===== src/rtl/spec_peak_pkg.sv =====
package spec_peak_pkg;

  // Source feeding the output register in a given cycle
  typedef enum logic [1:0] {
    SRC_IDLE = 2'd0,
    SRC_PASS = 2'd1,
    SRC_PEAK = 2'd2
  } out_src_e;

endpackage


===== src/rtl/peak_chain.sv =====
// Sorted insertion chain: cell 0 holds the largest magnitude.
module peak_chain #(
  parameter int DATA_W = 16,
  parameter int IDX_W  = 11,
  parameter int NCELLS = 32
) (
  input  logic                           clk,
  input  logic                           rst,
  input  logic                           s_valid,
  input  logic [DATA_W-1:0]              s_data,
  input  logic [IDX_W-1:0]               s_idx,
  input  logic                           s_last,
  output logic                           snap_load,
  output logic [NCELLS-1:0]              snap_val,
  output logic [NCELLS-1:0][DATA_W-1:0]  snap_dat,
  output logic [NCELLS-1:0][IDX_W-1:0]   snap_idx
);

  logic [NCELLS-1:0]             c_val, keep, n_val;
  logic [NCELLS-1:0][DATA_W-1:0] c_dat, n_dat;
  logic [NCELLS-1:0][IDX_W-1:0]  c_idx, n_idx;

  genvar k;
  generate
    for (k = 0; k < NCELLS; k++) begin : g_cell
      // ">=" keeps the held entry on a tie: earlier arrival wins
      assign keep[k] = c_val[k] && (c_dat[k] >= s_data);
      if (k == 0) begin : g_head
        assign n_val[k] = 1'b1;
        assign n_dat[k] = keep[k] ? c_dat[k] : s_data;
        assign n_idx[k] = keep[k] ? c_idx[k] : s_idx;
      end else begin : g_body
        assign n_val[k] = keep[k] | keep[k-1] | c_val[k-1];
        assign n_dat[k] = keep[k] ? c_dat[k] : (keep[k-1] ? s_data : c_dat[k-1]);
        assign n_idx[k] = keep[k] ? c_idx[k] : (keep[k-1] ? s_idx  : c_idx[k-1]);
      end
    end
  endgenerate

  always_ff @(posedge clk) begin
    if (rst || (s_valid && s_last)) c_val <= '0;
    else if (s_valid)               c_val <= n_val;
  end

  always_ff @(posedge clk) begin
    if (s_valid) begin
      c_dat <= n_dat;
      c_idx <= n_idx;
    end
  end

  // The frame result includes the end-of-frame sample itself
  assign snap_load = s_valid && s_last;
  assign snap_val  = n_val;
  assign snap_dat  = n_dat;
  assign snap_idx  = n_idx;

  generate
    for (k = 0; k < NCELLS - 1; k++) begin : g_chk
      assert_sorted_R2: assert property (@(posedge clk) disable iff (rst)
        c_val[k+1] |-> (c_val[k] && (c_dat[k] >= c_dat[k+1])));
    end
  endgenerate

endmodule


===== src/rtl/peak_emit.sv =====
// Output bank: reads retained entries lowest bin first.
module peak_emit #(
  parameter int DATA_W = 16,
  parameter int IDX_W  = 11,
  parameter int NCELLS = 32
) (
  input  logic                           clk,
  input  logic                           rst,
  input  logic                           load,
  input  logic [NCELLS-1:0]              ld_val,
  input  logic [NCELLS-1:0][DATA_W-1:0]  ld_dat,
  input  logic [NCELLS-1:0][IDX_W-1:0]   ld_idx,
  output logic                           fire,
  output logic [DATA_W-1:0]              pick_dat,
  output logic [IDX_W-1:0]               pick_idx,
  output logic                           pick_last
);

  localparam int SEL_W = (NCELLS > 1) ? $clog2(NCELLS) : 1;

  logic [NCELLS-1:0]             pend;
  logic [NCELLS-1:0][DATA_W-1:0] b_dat;
  logic [NCELLS-1:0][IDX_W-1:0]  b_idx;
  logic [SEL_W-1:0]              sel;
  logic                          found;
  logic [IDX_W-1:0]              best;

  // Pick the pending entry with the lowest bin index
  always_comb begin
    found = 1'b0;
    sel   = '0;
    best  = '0;
    for (int k = 0; k < NCELLS; k++) begin
      if (pend[k] && (!found || (b_idx[k] < best))) begin
        found = 1'b1;
        sel   = SEL_W'(k);
        best  = b_idx[k];
      end
    end
  end

  assign fire      = |pend;
  assign pick_dat  = b_dat[sel];
  assign pick_idx  = b_idx[sel];
  assign pick_last = fire && ((pend & (pend - 1'b1)) == '0);

  always_ff @(posedge clk) begin
    if (rst)       pend      <= '0;
    else if (load) pend      <= ld_val;
    else if (fire) pend[sel] <= 1'b0;
  end

  always_ff @(posedge clk) begin
    if (load) begin
      b_dat <= ld_dat;
      b_idx <= ld_idx;
    end
  end

  assert_ascending_R5: assert property (@(posedge clk) disable iff (rst)
    (fire && $past(fire) && !$past(pick_last) && !$past(load))
      |-> (pick_idx > $past(pick_idx)));

endmodule


===== src/rtl/spec_peak_picker.sv =====
module spec_peak_picker #(
  parameter int DATA_W = 16,
  parameter int IDX_W  = 11,
  parameter int NCELLS = 32
) (
  input  logic              clk,
  input  logic              rst,
  input  logic              peak_en,
  input  logic              in_valid,
  input  logic [DATA_W-1:0] in_data,
  input  logic [IDX_W-1:0]  in_idx,
  input  logic              in_last,
  output logic              out_valid,
  output logic [DATA_W-1:0] out_data,
  output logic [IDX_W-1:0]  out_idx,
  output logic              out_last
);

  import spec_peak_pkg::*;

  logic                          chain_valid;
  logic                          snap_load;
  logic [NCELLS-1:0]             snap_val;
  logic [NCELLS-1:0][DATA_W-1:0] snap_dat;
  logic [NCELLS-1:0][IDX_W-1:0]  snap_idx;
  logic                          fire, pick_last;
  logic [DATA_W-1:0]             pick_dat;
  logic [IDX_W-1:0]              pick_idx;
  out_src_e                      src;

  assign chain_valid = in_valid && peak_en;

  peak_chain #(.DATA_W(DATA_W), .IDX_W(IDX_W), .NCELLS(NCELLS)) u_chain (
    .clk(clk), .rst(rst),
    .s_valid(chain_valid), .s_data(in_data), .s_idx(in_idx), .s_last(in_last),
    .snap_load(snap_load), .snap_val(snap_val), .snap_dat(snap_dat), .snap_idx(snap_idx)
  );

  peak_emit #(.DATA_W(DATA_W), .IDX_W(IDX_W), .NCELLS(NCELLS)) u_emit (
    .clk(clk), .rst(rst),
    .load(snap_load), .ld_val(snap_val), .ld_dat(snap_dat), .ld_idx(snap_idx),
    .fire(fire), .pick_dat(pick_dat), .pick_idx(pick_idx), .pick_last(pick_last)
  );

  always_comb begin
    if (fire)                     src = SRC_PEAK;
    else if (in_valid && !peak_en) src = SRC_PASS;
    else                          src = SRC_IDLE;
  end

  always_ff @(posedge clk) begin
    if (rst) begin
      out_valid <= 1'b0;
      out_last  <= 1'b0;
      out_data  <= '0;
      out_idx   <= '0;
    end else begin
      case (src)
        SRC_PEAK: begin
          out_valid <= 1'b1;
          out_data  <= pick_dat;
          out_idx   <= pick_idx;
          out_last  <= pick_last;
        end
        SRC_PASS: begin
          out_valid <= 1'b1;
          out_data  <= in_data;
          out_idx   <= in_idx;
          out_last  <= in_last;
        end
        default: begin
          out_valid <= 1'b0;
          out_last  <= 1'b0;
        end
      endcase
    end
  end

  assert_last_valid_R5: assert property (@(posedge clk) disable iff (rst)
    out_last |-> out_valid);

  assert_pass_R7: assert property (@(posedge clk) disable iff (rst)
    (in_valid && !peak_en && !fire) |=>
      (out_valid && (out_data == $past(in_data)) && (out_idx == $past(in_idx))
       && (out_last == $past(in_last))));

  assert_start_R8: assert property (@(posedge clk) disable iff (rst)
    (in_valid && peak_en && in_last) |=> ##1 out_valid);

endmodule


===== config.mk =====
export PLATFORM = sky130hd
export DESIGN_NAME = spec_peak_picker
export DESIGN_NICKNAME = d
export VERILOG_FILES = /design/src/rtl/spec_peak_pkg.sv /design/src/rtl/peak_chain.sv /design/src/rtl/peak_emit.sv /design/src/rtl/spec_peak_picker.sv
export SDC_FILE = /design/constraint.sdc
export NUM_CORES = 2
export LEC_CHECK = 0
export BUFFER_PORTS_ARGS = -buffer_cell sky130_fd_sc_hd__buf_2
export CELL_PAD_IN_SITES_DETAIL_PLACEMENT = 1
export CELL_PAD_IN_SITES_GLOBAL_PLACEMENT = 2
export CORE_MARGIN = 5
export CORE_UTILIZATION = 45
export CTS_BUF_LIST = sky130_fd_sc_hd__clkbuf_8
export DETAILED_ROUTE_END_ITERATION = 10
export GPL_TIMING_DRIVEN = 1
export PLACE_DENSITY_LB_ADDON = 0.1
export SLEW_MARGIN = 20
export SYNTH_ARGS = -nofsm -noshare
export SYNTH_HDL_FRONTEND = slang
export SYNTH_SLANG_ARGS = --single-unit
export TNS_END_PERCENT = 5

===== constraint.sdc =====
create_clock -name clk -period 214 [get_ports clk]
set_clock_uncertainty 0.05 [all_clocks]
set_input_delay 42.8 -clock clk [delete_from_list [all_inputs] [get_ports clk]]
set_output_delay 42.8 -clock clk [all_outputs]
set_load 0.01 [all_outputs]

---- Word level (Yosys, flattened, before mapping) ----
Index checks and enable logic that the tools add are counted.
storage, ports and cells
  register bits after elaboration ......... 1821
  bits of input ports ..................... 32
  word-level logic and storage cells ...... 637
cells by class
  add/sub/neg operators ................... 1
  mux-type cells .......................... 233
  reductions and logical operators ........ 137
  equality and inequality tests ........... 2
  order comparisons ....................... 65
  bitwise operators ....................... 65
operator list
  kind                                                                           number
  11-bit two-way mux                                                             95
  16-bit two-way mux                                                             64
  16-bit >= comparator                                                           32
  11-bit less-than comparator                                                    31
  16-bit binary-select mux with 5-bit select                                     1
  5-bit two-way mux                                                              16
  1-bit logical AND                                                              68
  32-bit bitwise AND                                                             2
  32-bit two-way mux                                                             2
  1-bit bitwise OR                                                               62
  11-bit binary-select mux with 5-bit select                                     1
  1-bit two-way mux                                                              35
  1-bit logical NOT                                                              32
  32-bit logical NOT                                                             1
  1-bit logical OR                                                               32
  4-bit two-way mux                                                              8
  32-bit inverter                                                                1
  16-bit case mux with 2 select lines                                            1
  32-bit OR reduction                                                            1
  32-bit by 1-bit subtractor with 32-bit output (second input constant)          1
  11-bit case mux with 2 select lines                                            1
  3-bit two-way mux                                                              4
  5-bit by 6-bit less-than comparator with 1-bit output (second input constant)  1
  2-bit two-way mux                                                              3
  7 further kinds                                                                8

---- Depth between registers and ports, before layout ----
  depth in word-level cells ............... 133
  depth in mapped cells ................... 421
  mapped depth without buffers ............ 376

---- By module ----
From an unflattened synthesis, not the netlist that was laid out.
second synthesis, totals
  cell total of the unflattened synthesis .. 9841
  area, all modules ....................... 108758.1 um^2
by module, submodules not included
  module            seq. area each (um^2)  area each (um^2)  cells each  times used
  peak_chain        26585.5                57112.3           5347        1
  peak_emit         26585.5                50049.3           4331        1
  spec_peak_picker  580.6                  1596.5            163         1

---- Worst setup path after synthesis ----
OpenSTA, ideal clock, no wires.
  path type ............................... reg2reg
  start ................................... register u_emit.pend[0]
  end ..................................... register out_data[3]
  library setup time ...................... 0.120 ns
  clock period less this slack ............ 70.530 ns
  stages on the path, launching flop included .. 392
  path buffers ............................ 46
  path slack .............................. 143.470 ns
  arrival ................................. 70.361 ns
  required time ........................... 213.830 ns
  path through ............................ dfxtp_1 buf_2 buf_4 clkbuf_1 nand2_1 ha_1 a21oi_1 nand2_1 a221o_1 o21ai_0 clkbuf_1 nand2_1 a31oi_1 ha_1 a211oi_1 o21ai_0 nor4b_1 nor3_1 [... 356 more ...] buf_2 nor2_1 a21oi_1 ha_1 a21oi_1 nor2b_1 o21ai_0 nand2b_1 a21oi_1 o21ai_0 nand2_1 a211o_1 o21ai_2 buf_2 a222oi_1 a21oi_1 or4_1 o31a_1
between the ends
  cells in the longest elaborated chain, start to end .. 128
  elaborated cells between the ends (all ways) .. 225
  classes of those cells .................. 31 x order compare; 2 x eq/ne; 97 x mux; 95 x reduce/logical
ends and longest elaborated chain
  item                                                                     RTL line                RTL
  from (decl)                                                              peak_emit.sv:21         logic [NCELLS-1:0] pend;
  from (signal assigned)                                                   peak_emit.sv:49         else if (load) pend <= ld_val;
  11-bit two-way mux / 1-bit two-way mux (equally long branches)           peak_emit.sv:34         if (pend[k] && (!found || (b_idx[k] < best))) begin
  11-bit less-than comparator / 1-bit logical NOT (equally long branches)  peak_emit.sv:34
  1-bit logical OR                                                         peak_emit.sv:34
  1-bit logical AND                                                        peak_emit.sv:34
  11-bit two-way mux / 1-bit two-way mux (equally long branches)           peak_emit.sv:34
  11-bit less-than comparator / 1-bit logical NOT (equally long branches)  peak_emit.sv:34
  1-bit logical OR                                                         peak_emit.sv:34
  1-bit logical AND                                                        peak_emit.sv:34
  [... 112 more ...]                                                       --
  11-bit two-way mux / 1-bit two-way mux (equally long branches)           peak_emit.sv:34
  11-bit less-than comparator / 1-bit logical NOT (equally long branches)  peak_emit.sv:34
  1-bit logical OR                                                         peak_emit.sv:34
  1-bit logical AND                                                        peak_emit.sv:34
  5-bit two-way mux                                                        peak_emit.sv:34
  16-bit binary-select mux with 5-bit select                               peak_emit.sv:43         assign pick_dat = b_dat[sel];
  16-bit two-way mux (implied by the code)                                 peak_emit.sv:43
  16-bit case mux with 2 select lines                                      spec_peak_picker.sv:58  case (src)
  to (signal assigned)                                                     spec_peak_picker.sv:61  out_data <= pick_dat;
  to (signal assigned)                                                     spec_peak_picker.sv:67  out_data <= in_data;
  to (decl)                                                                spec_peak_picker.sv:14  output logic [DATA_W-1:0] out_data,
Parallel ways exist; a longest one is shown, timed or not. The select of a mux whose other input is x is not followed.
A chain may end at the register's enable or synchronous reset.

---- Worst setup path in the final report ----
  start ................................... register u_emit.pend[0]
  end ..................................... register out_data[7]
Same word-level chain as after synthesis.

==> flow_metrics.tcl <==
set metrics [dict create \
    syn-instance-count 9425 \
    drive_gt1_share_pct 9.26 \
    finalCritPeriodShare_pct 38.0 \
    reg2reg_slack_ns 132.73 \
    cp.arrival_ns 82.18 \
    worst_pin_slew_ns 1.24 \
    cp-end-kind "flip-flop" \
    start_util_pct 45.3 \
    synth_largest_area_cell "edfxtp_1" \
    crit_top_cell "a21oi_1" \
    post_cts_resized 0 \
    antenna_found_initial 33 \
    synth-xor-area-share_pct 0.0838 \
    synthAdderAreaFrac_pct 9.63 \
    fillers 24500 \
    die_area_mm2 0.242 \
    p_comb_share_pct 22.7 \
    swShare_pct 33.6 \
    finalSetupViolCount 0 \
    peakVddDrop_mv 0.00591 \
    synth_warnings 0 \
    grt_pass1_wl_mm 582 \
    drc 0 \
    insertion_delay_ns 1.13 \
    place_congestion 0.915 \
    final_cells 12700 \
    port_buffers 60 \
    hold_path_class "flip-flop to flip-flop" \
    clkTransAtPathRegs_ns 0.06 \
    rsz0062_at_grt "false" \
    grt_start_max_net_pins 149 \
    synth_top_family_by_area "compound AO/OA/AOI/OAI gates" \
    ys_ff_latch 1821 \
    regArea_mm2 0.0538 \
    drt_wl_total_mm 407 \
    die_y_um 492 \
    die_w_um 492 \
    timing.setup.tns_ns 0 \
    synth_most_common_cell "edfxtp_1" \
    routedWlPerCell_um 32.1 \
    numCtsBuffers 342 \
    rows 176 \
    start_kind "flip-flop" \
    cts_hold_buffers 0 \
    synth.distinct_cells 138 \
    yosys.area_share.simple_pct 10.1 \
    antenna_left 0 \
    synth.area.mux_share_pct 9.14 \
    max_freq_ghz 0.0123 \
    power_density_mw_per_mm2 8.51 \
    drv_slew 0 \
    p_total_uw 968 \
    dp.final_hpwl_mm 289 \
    synth-edff-count 1728 \
    track_usage_pct 32.6 \
    critPathSlowestCell "o21ai_0" \
    grt-ovfl-total 0 \
    synth.net_count 10300 \
    power.leakage_uw 0.0393 \
    placed_cells 12100 \
    drtIter0Drc 7569 \
    grt_pass1_vias 81300 \
    core_mm2 0.231 \
    synthTopCellsByArea "edfxtp_1 (50%), ha_1 (9.6%), mux2i_1 (8.2%)" \
    drt-pass1-iter-count 10 \
    path_max_fanout 84 \
    cap_violations 0 \
    tritoncts "built" \
    period_minus_slack_ns 81.27 \
    cts.sinks 1821 \
    postCtsSetupRepairBufs 0 \
    htreeDepth 5 \
    p_int_uw 643 \
    hold_violations 0 \
    avgSynthCellArea_um2 11.1 \
    synth.top_cell.area_share_pct 49.7 \
    pwr-share-clk_pct 32.9 \
    viasPerCell 6.25 \
    p_switching_uw 326 \
    synth_commonest_cells "edfxtp_1 (1,728), nand2_1 (1,200), o21ai_0 (1,174), mux2i_1 (854), ha_1 (798)" \
    worstSetupPathType "flip-flop to flip-flop" \
    ioPinCount 61 \
    synthArstFlopShare_pct 0 \
    fin_ws_ns 132.73 \
    area_growth_syn_to_layout_pct 8.93 \
    cts_root_buf "clkbuf_8" \
    worstPathRequired_ns 214.91 \
    slew_headroom_pct 17.0 \
    final_nets 10200 \
    status "finished clean" \
    yosysSeqAreaShare_pct 51.5 \
    synth_ff_type "edfxtp_1" \
    clockBufferDepth 4 \
    dp_slack_ns 132.57 \
    p_seq_share_pct 44.4 \
    synth_compound_area_share_pct 15.9 \
    via_count 79400 \
    netlist_area_mm2 0.104 \
    slowest_delay_ns 0.87 \
    multi_input_area_mm2 0.0473 \
    holdWs_ns 0.428 \
]
==> flip-flops by register name, indices dropped and copies added (netlist names) <==
signal,cells
u_emit.b_idx,352
out_valid,1
u_emit.b_dat,512
u_chain.c_dat,512
u_emit.pend,32
out_idx,11
out_data,16
u_chain.c_idx,352
u_chain.c_val,32
out_last,1
==> worst max-delay path, delay by kind of cell, from the launching register on <==
kind,cells,cell delay (ns)
AND/OR/NAND/NOR,107,18.99
AO/OA/AOI/OAI,178,42.43
buffers and inverters,36,5.79
multiplexers,13,4.45
flip-flops,1,0.31
adder cells (fa/ha/maj),31,8.65
==> kinds of logic (layout without fill, tap and decap cells) <==
logic type	count (synthesis)	in the layout
adders and majority gates	805	805
other	0	22
AOI/OAI and AO/OA	2670	2670
buffers and inverters	876	1105
muxes	939	939
xor gates and xnor gates	10	10
DFF	1821	1821
and+or+nand+nor	2304	2304
==> routing by layer <==
metal	global-route usage (%)	vias up	part of all wire, %
met5	0	-	0.0056
met4	14.6	4	5.1
met3	4.57	743	5.3
met2	55.8	2542	49
met1	41.2	40500	41
li1	-	35600	-
==> power by group through the flow <==
stage          registers [uW]  clock network [uW]  logic (uW)
2_1_floorplan             442                   0         126
3_3_place_gp              436                   0         215
3_5_place_dp              437                   0         218
4_1_cts                   430                 324         219
5_1_grt                   431                 342         234
6_report                  430                 318         220
==> path summary, 6_finish.rpt <==
kind / start / cells past startpoint / to
hold reg to reg: out_data[4] / 2 / out_data[4]
setup / recovery: u_emit.pend[0] / 365 / out_data[7]
setup reg to reg: u_emit.pend[0] / 365 / out_data[7]
hold / removal: out_data[4] / 2 / out_data[4]
==> area by class of cell <==
cell class | count | area share (%)
antenna | 22 | 0.0484
clock buffer | 354 | 4.28
clock inverter | 239 | 1.07
inverter | 265 | 0.887
multi-input combinational | 6728 | 41.5
sequential | 1821 | 47.2
tap | 3026 | 3.33
timing repair buffer | 247 | 1.60
==> cells in the final DEF (no fill, tap or decap), types with 24 or more instances in the layout <==
| cell type | instances |
|---|---|
| a221o_1 | 34 |
| nor2b_4 | 31 |
| a21boi_1 | 35 |
| nor4_1 | 46 |
| a221oi_1 | 54 |
| nor2_1 | 335 |
| edfxtp_1 | 1728 |
| o22ai_1 | 40 |
| nor3_1 | 114 |
| nand2b_1 | 190 |
| nand2_1 | 1196 |
| and2_1 | 29 |
| o21a_1 | 45 |
| mux2i_1 | 854 |
| a211oi_1 | 36 |
| a31oi_1 | 36 |
| a21boi_0 | 37 |
| clkbuf_8 | 354 |
| o211ai_1 | 54 |
| nand3_1 | 39 |
| o21ai_1 | 24 |
| clkinv_1 | 67 |
| a222oi_1 | 174 |
| nor2b_1 | 159 |
| buf_4 | 181 |
| buf_2 | 57 |
| o21ai_0 | 1173 |
| ha_1 | 798 |
| a21o_1 | 150 |
| clkinv_2 | 36 |
| a21oi_1 | 558 |
| dfxtp_1 | 93 |
| inv_1 | 374 |
| mux2_2 | 73 |
==> metrics by stage <==
stage          util (%)  cell area, um2
2_1_floorplan         -          104000
3_3_place_gp       46.7          108000
3_5_place_dp       46.7          108000
4_1_cts            49.3          114000
5_1_grt            49.3          114000
6_report           49.4          114000
Power figures use the tool's default switching activity.
